[config.mk]
export PLATFORM = sky130hd
export DESIGN_NAME = hvt_ctrl
export DESIGN_NICKNAME = d
export VERILOG_FILES = /design/src/rtl/hvt_pkg.sv /design/src/rtl/hvt_decode.sv /design/src/rtl/hvt_fsm.sv /design/src/rtl/hvt_shadow.sv /design/src/rtl/hvt_ctrl.sv
export SDC_FILE = /design/constraint.sdc
export NUM_CORES = 1
export LEC_CHECK = 0
export CAP_MARGIN = 10
export CORE_MARGIN = 1.5
export CORE_UTILIZATION = 60
export DETAILED_ROUTE_END_ITERATION = 6
export DONT_BUFFER_PORTS = 1
export GPL_ROUTABILITY_DRIVEN = 0
export PLACE_DENSITY = 0.76
export SLEW_MARGIN = 40
export SYNTH_ARGS = -nofsm -noshare
export SYNTH_HDL_FRONTEND = slang
export SYNTH_SLANG_ARGS = --single-unit
[constraint.sdc]
create_clock -name clk -period 4.1 [get_ports clk]
set_input_delay 0.41 -clock clk [delete_from_list [all_inputs] [get_ports clk]]
set_output_delay 0.41 -clock clk [all_outputs]
set_load 0.02 [all_outputs]
[src/rtl/hvt_pkg.sv]
package hvt_pkg;
    localparam int DW = 8;
    localparam int AW = 16;

    // Shadow byte slots; slot index is also the hypervisor write offset
    localparam int SH_A     = 0;
    localparam int SH_X     = 1;
    localparam int SH_Y     = 2;
    localparam int SH_Z     = 3;
    localparam int SH_FLAGS = 4;
    localparam int SH_SP    = 5;
    localparam int SH_PCL   = 6;
    localparam int SH_PCH   = 7;
    localparam int SH_CFG   = 8;
    localparam int SH_COUNT = 9;

    typedef enum logic [1:0] {
        ST_USER  = 2'd0,
        ST_ENTER = 2'd1,
        ST_HYPER = 2'd2,
        ST_EXIT  = 2'd3
    } hv_state_e;

    typedef logic [SH_COUNT-1:0][DW-1:0] ctx_bytes_t;
endpackage

[src/rtl/hvt_decode.sv]
module hvt_decode
    import hvt_pkg::*;
#(
    parameter logic [AW-1:0] WIN_BASE = 16'hD640,
    parameter int            WIN_REGS = 64,
    localparam int           OFF_W    = $clog2(WIN_REGS)
) (
    input  logic             bus_we,
    input  logic [AW-1:0]    bus_addr,
    output logic             win_hit,
    output logic             exit_hit,
    output logic [OFF_W-1:0] win_off
);
    logic [AW-1:0] rel;

    always_comb begin
        rel      = bus_addr - WIN_BASE;
        win_hit  = bus_we && (rel < AW'(WIN_REGS));
        win_off  = rel[OFF_W-1:0];
        exit_hit = win_hit && (win_off == OFF_W'(WIN_REGS - 1));
    end
endmodule

[src/rtl/hvt_fsm.sv]
module hvt_fsm
    import hvt_pkg::*;
(
    input  logic clk,
    input  logic rst_n,
    input  logic win_hit,
    input  logic exit_hit,
    output logic cap_en,
    output logic sh_we,
    output logic entry_sel,
    output logic ctx_load,
    output logic hv_mode
);
    hv_state_e state_q, state_d;

    always_ff @(posedge clk or negedge rst_n) begin
        if (!rst_n) state_q <= ST_USER;
        else        state_q <= state_d;
    end

    always_comb begin
        state_d = state_q;
        unique case (state_q)
            ST_USER:  if (win_hit)  state_d = ST_ENTER;
            ST_ENTER:               state_d = ST_HYPER;
            ST_HYPER: if (exit_hit) state_d = ST_EXIT;
            ST_EXIT:                state_d = ST_USER;
            default:                state_d = ST_USER;
        endcase
    end

    always_comb begin
        cap_en    = 1'b0;
        sh_we     = 1'b0;
        entry_sel = 1'b0;
        ctx_load  = 1'b0;
        hv_mode   = 1'b0;
        unique case (state_q)
            ST_USER:  cap_en = win_hit;
            ST_ENTER: begin
                entry_sel = 1'b1;
                ctx_load  = 1'b1;
                hv_mode   = 1'b1;
            end
            ST_HYPER: begin
                hv_mode = 1'b1;
                sh_we   = win_hit && !exit_hit;
            end
            ST_EXIT:  ctx_load = 1'b1;
            default:  ;
        endcase
    end
endmodule

[src/rtl/hvt_shadow.sv]
module hvt_shadow
    import hvt_pkg::*;
#(
    parameter int N     = SH_COUNT,
    parameter int SEL_W = 6
) (
    input  logic                     clk,
    input  logic                     rst_n,
    input  logic                     cap_en,
    input  logic [N-1:0][DW-1:0]     cap_bytes,
    input  logic                     wr_en,
    input  logic [SEL_W-1:0]         wr_sel,
    input  logic [DW-1:0]            wr_data,
    output logic [N-1:0][DW-1:0]     sh_bytes
);
    for (genvar i = 0; i < N; i++) begin : g_slot
        always_ff @(posedge clk or negedge rst_n) begin
            if (!rst_n)
                sh_bytes[i] <= '0;
            else if (cap_en)
                sh_bytes[i] <= cap_bytes[i];
            else if (wr_en && (wr_sel == SEL_W'(i)))
                sh_bytes[i] <= wr_data;
        end
    end
endmodule

[src/rtl/hvt_ctrl.sv]
module hvt_ctrl
    import hvt_pkg::*;
#(
    parameter logic [AW-1:0] WIN_BASE   = 16'hD640,
    parameter int            WIN_REGS   = 64,
    parameter logic [AW-1:0] VEC_BASE   = 16'h8000,
    parameter int            VEC_STRIDE = 4,
    parameter logic [DW-1:0] HV_CFG     = 8'hF0,
    parameter bit            X_DOUBLE   = 1'b1
) (
    input  logic          clk,
    input  logic          rst_n,
    input  logic          bus_we,
    input  logic [AW-1:0] bus_addr,
    input  logic [DW-1:0] bus_wdata,
    input  logic [AW-1:0] pc_in,
    input  logic [DW-1:0] a_in,
    input  logic [DW-1:0] x_in,
    input  logic [DW-1:0] y_in,
    input  logic [DW-1:0] z_in,
    input  logic [DW-1:0] flags_in,
    input  logic [DW-1:0] sp_in,
    input  logic [DW-1:0] cfg_in,
    output logic          hv_mode,
    output logic          ctx_load,
    output logic          pc_load,
    output logic [AW-1:0] pc_out,
    output logic [DW-1:0] a_out,
    output logic [DW-1:0] x_out,
    output logic [DW-1:0] y_out,
    output logic [DW-1:0] z_out,
    output logic [DW-1:0] flags_out,
    output logic [DW-1:0] sp_out,
    output logic [DW-1:0] cfg_out
);
    localparam int OFF_W = $clog2(WIN_REGS);

    logic             win_hit, exit_hit;
    logic [OFF_W-1:0] win_off;
    logic             cap_en, sh_we, entry_sel;
    ctx_bytes_t       cap_bytes, sh_bytes;
    logic [AW-1:0]    vec_q;
    logic [DW-1:0]    x_entry;

    hvt_decode #(.WIN_BASE(WIN_BASE), .WIN_REGS(WIN_REGS)) u_dec (
        .bus_we   (bus_we),
        .bus_addr (bus_addr),
        .win_hit  (win_hit),
        .exit_hit (exit_hit),
        .win_off  (win_off)
    );

    hvt_fsm u_fsm (
        .clk       (clk),
        .rst_n     (rst_n),
        .win_hit   (win_hit),
        .exit_hit  (exit_hit),
        .cap_en    (cap_en),
        .sh_we     (sh_we),
        .entry_sel (entry_sel),
        .ctx_load  (ctx_load),
        .hv_mode   (hv_mode)
    );

    always_comb begin
        cap_bytes           = '0;
        cap_bytes[SH_A]     = a_in;
        cap_bytes[SH_X]     = x_in;
        cap_bytes[SH_Y]     = y_in;
        cap_bytes[SH_Z]     = z_in;
        cap_bytes[SH_FLAGS] = flags_in;
        cap_bytes[SH_SP]    = sp_in;
        cap_bytes[SH_PCL]   = pc_in[DW-1:0];
        cap_bytes[SH_PCH]   = pc_in[AW-1:DW];
        cap_bytes[SH_CFG]   = cfg_in;
    end

    hvt_shadow #(.N(SH_COUNT), .SEL_W(OFF_W)) u_shadow (
        .clk       (clk),
        .rst_n     (rst_n),
        .cap_en    (cap_en),
        .cap_bytes (cap_bytes),
        .wr_en     (sh_we),
        .wr_sel    (win_off),
        .wr_data   (bus_wdata),
        .sh_bytes  (sh_bytes)
    );

    // Entry vector is latched with the trap so the offset need not persist
    always_ff @(posedge clk or negedge rst_n) begin
        if (!rst_n)      vec_q <= VEC_BASE;
        else if (cap_en) vec_q <= VEC_BASE + AW'(win_off) * AW'(VEC_STRIDE);
    end

    if (X_DOUBLE) begin : g_xdbl
        assign x_entry = {1'b0, sh_bytes[SH_X][DW-3:0], 1'b0};
    end else begin : g_xplain
        assign x_entry = sh_bytes[SH_X];
    end

    always_comb begin
        pc_load   = ctx_load;
        pc_out    = {sh_bytes[SH_PCH], sh_bytes[SH_PCL]};
        a_out     = sh_bytes[SH_A];
        x_out     = sh_bytes[SH_X];
        y_out     = sh_bytes[SH_Y];
        z_out     = sh_bytes[SH_Z];
        flags_out = sh_bytes[SH_FLAGS];
        sp_out    = sh_bytes[SH_SP];
        cfg_out   = sh_bytes[SH_CFG];
        if (entry_sel) begin
            pc_out  = vec_q;
            x_out   = x_entry;
            cfg_out = HV_CFG;
        end
    end
endmodule

==> impl_metrics.py <==
metrics = {
    "outcome": {
        "run_status": "finished clean",
    },
    "power": {
        "worst_ir_drop_vdd_mv": 0.2202,
        "comb_power_share": 0.193,
        "power.sequential.fraction": 0.450,
        "static-leakage-power_uw": 0.002016,
        "swShare": 0.3112,
        "net-switching-power_uw": 585.8,
        "internal_power_uw": 1296,
        "power_share_of_the_clock_group": 0.357,
        "pwr_density_cell_mw_per_mm2": 402.2,
        "finalPower_uw": 1882,
    },
    "clock_tree": {
        "tritoncts_clock_tree": "yes",
        "clk_transition_reported_paths_ns": 0.08,
        "cts_root_buffer": "clkbuf_8",
        "clkLatencyLatePin_ns": 0.35,
        "cts_max_path_buffers": 2,
        "tritoncts_num_sinks": 80,
        "cts_buffers": 9,
        "cts_htree_levels": 3,
    },
    "floorplan": {
        "fp.dieArea_mm2": 0.008532,
        "core.rowCount": 32,
        "start_util": 0.6201,
        "top_level_ports": 174,
        "floorplan.die.height_um": 92.37,
        "design.core.area_mm2": 0.007727,
        "chipWidth_um": 92.37,
    },
    "critical_path": {
        "critical_path.max_fanout": 18,
        "cp_top_family": "simple AND/OR/NAND/NOR gates",
        "cp_buf_inv_count": 2,
        "critPathMaxStageDelay_ns": 0.59,
        "rr_worst_depth": 7,
        "timing.reg2reg.setup_slack_ns": 1.44,
        "setup.worst_path.start_class": "flop",
        "required_ns": 4.37,
        "critical_path_class": "reg -> reg",
        "timing.critical_path.depth": 7,
        "timing.critical_path.arrival_ns": 2.92,
        "critPathSlowestCell": "nor3_4",
        "timing.critical_path.cells": "inv_1 -> ha_1 -> or3b_1 -> nor3_4 -> buf_4 -> a31oi_1 -> a21oi_1",
        "worstSetupEndpointType": "flop",
    },
    "logic_synthesis": {
        "dominant_combinational_cell_family_by_area_after_synthesis": "compound AO/OA/AOI/OAI gates",
        "yosys_register_bits": 80,
        "netlist_area_mm2": 0.004792,
        "synth_fp_nets": 675,
        "post_synth_xor_area_fraction": 0,
        "synth-compound-area-share": 0.2478,
        "synth_seq_area_share": 0.4178,
        "synthesis.instances": 571,
        "share_of_cell_area_taken_by_muxes_after_synthesis": 0.03055,
        "distinct_cell_type_count_of_the_synthesized_netlist": 34,
        "synthAdderAreaFrac": 0.01305,
        "postSynthAreaPerCell_um2": 8.392,
        "fraction_of_the_mapped_netlist_area_in_simple_logic_gates": 0.1653,
        "ys.warnings.count": 0,
    },
    "route": {
        "vias": 4029,
        "detail_route.vias_per_cell": 6.737,
        "drc_errors": 0,
        "routed_wirelength_um": 13240,
        "final_antenna_net_count": 0,
        "drt-wirelength-per-cell_um": 22.14,
        "dr.pass1.iters": 5,
        "dr.first_iter.drc_count": 298,
    },
    "cells_and_area": {
        "final_net_count": 595,
        "syn2layout_area_growth_pct": -2.350,
        "layout-drive-gt1-share": 0.1048,
        "antenna_cells": 0,
        "nFillCells": 699,
        "final_util": 0.6056,
    },
    "run": {
        "cap_violations": 0,
    },
    "timing": {
        "min_period_over_period": 0.6477,
        "timing_worst_slew_pin_value_ns": 0.7550,
        "fin_skew_ns": 0.009569,
        "grt_setup_unrepaired": "no",
        "finalSetupViolations": 0,
        "finalSetupTns_ns": 0,
        "fmax_mhz": 376.5,
        "hold_violations": 0,
        "layout_min_cycle_time_ns": 2.656,
        "final-max-slew-violation-count": 0,
        "timing.max_slew.rel_slack": 0.4952,
    },
    "global_route": {
        "globalRoute.totalOverflow": 0,
        "grt_pass1_wl_um": 20670,
        "track_usage": 0.3112,
        "grt_antenna_before_repair": 0,
        "maximum_number_of_pins_on_one_net_before_global_route_repair": 81,
        "grt_pass1_vias": 4041,
    },
    "placed_design": {
        "io_buffer_count": 0,
        "dp.final_hpwl_um": 8629,
    },
    "hold_path": {
        "worst_hold_path.num_cells": 2,
        "timing.hold.worst.class": "in -> reg",
    },
}
-- what timing repair did --
item | 4_1_cts | 5_1_grt
hold buffers | 2 | 0
setup buffers | 0 | 0
resized for setup | 0 | 0
hold endpoints to repair | 80 | 0
-- metrics by stage --
step	hold WS (ns)	std cells	area [um^2]	setup WS [ns]
finish	0.1763	598	4679	1.444
global route	0.1831	598	4679	1.272
CTS	0.1675	598	4679	1.464
detailed placement	0.1162	580	4414	1.496
global placement	0.1163	578	4398	1.508
floorplan	0.1144	571	4792	2.086
-- synthesized netlist by cell type (all sizes together) --
cell type,instances,area (um^2)
a21oi,79,395.4
a31oi,65,406.6
and2,1,6.260
and4,5,43.79
and4b,2,20.02
buf,73,485.5
clkbuf,29,108.9
dfrtp,80,2002
ha,5,62.56
inv,2,7.510
mux2,13,146.4
nand2,18,67.56
nand3b,1,7.510
nand4,7,43.79
nand4b,2,17.52
nor2,72,270.3
nor2b,17,106.4
nor3,1,10.01
nor3b,4,41.29
nor4,1,12.51
nor4b,7,61.31
o21ai,72,360.4
o22ai,1,6.260
o31a,1,8.760
o32a,1,10.01
or2,7,43.79
or3,2,12.51
or3b,2,20.02
or4,1,7.510
-- cell type report --
class / count / area (um^2) / share of cell area
repair buffers: 11 / 117.6 / 0.02513
well taps: 102 / 127.6 / 0.02727
multi-input cells: 387 / 2197 / 0.4695
inverters: 2 / 7.507 / 0.001604
flip-flops and latches: 80 / 2002 / 0.4278
clock inverters: 6 / 90.09 / 0.01925
clock buffers: 10 / 137.6 / 0.02941
-- power by group through the flow --
stage	sequential, uW	combinational [uW]	clock (uW)
finish	847	364	672
detailed placement	862	340	0
floorplan	845	335	0
global route	851	384	707
CTS	846	364	682
global placement	861	329	0
-- layout by cell type (no fill, tap or decap), types with 4 or more instances in the layout --
master | netlist | final
o21ai_1 | 10 | 10
a21oi_1 | 79 | 79
nor2b_1 | 17 | 17
or2_2 | 7 | 7
a31oi_1 | 65 | 65
clkbuf_8 | 0 | 10
nor4b_1 | 7 | 7
nand4_1 | 7 | 7
o21ai_0 | 62 | 62
nand2_1 | 18 | 18
ha_1 | 5 | 5
dfrtp_1 | 80 | 80
nor2_1 | 72 | 72
mux2_2 | 13 | 13
and4_1 | 5 | 4
buf_4 | 43 | 8
-- cell families after synthesis --
| group | after synthesis |
|---|---|
| AOI/OAI and AO/OA | 219 |
| and+or+nand+nor | 150 |
| buffers and inverters | 104 |
| DFF | 80 |
| muxes | 13 |
| adders and majority gates | 5 |
-- worst paths after layout --
| kind | start | endpoint |
|---|---|---|
| worst max register to register | u_fsm.state_q[0] | u_shadow.sh_bytes[28] |
| min in group asynchronous | rst_n | u_shadow.sh_bytes[17] |
| worst min register to register | vec_q[5] | vec_q[5] |
| max in group asynchronous | rst_n | u_shadow.sh_bytes[50] |
| worst min-delay path | bus_addr[5] | vec_q[7] |
| worst max-delay path | u_fsm.state_q[0] | u_shadow.sh_bytes[28] |
-- metal layers --
layer,vias up,track usage,part of all wire
met4,0,0.1218,0.018
met5,-,0,0
met3,18,0.08374,0.090
met1,1993,0.4157,0.41
met2,195,0.4822,0.48
li1,1823,-,-
-- registers in the layout (all words and copies together), names as in the netlist --
register           cells
u_fsm.state_q          2
u_shadow.sh_bytes     72
vec_q                  6
No activity file was read; power rests on OpenSTA's default activity.
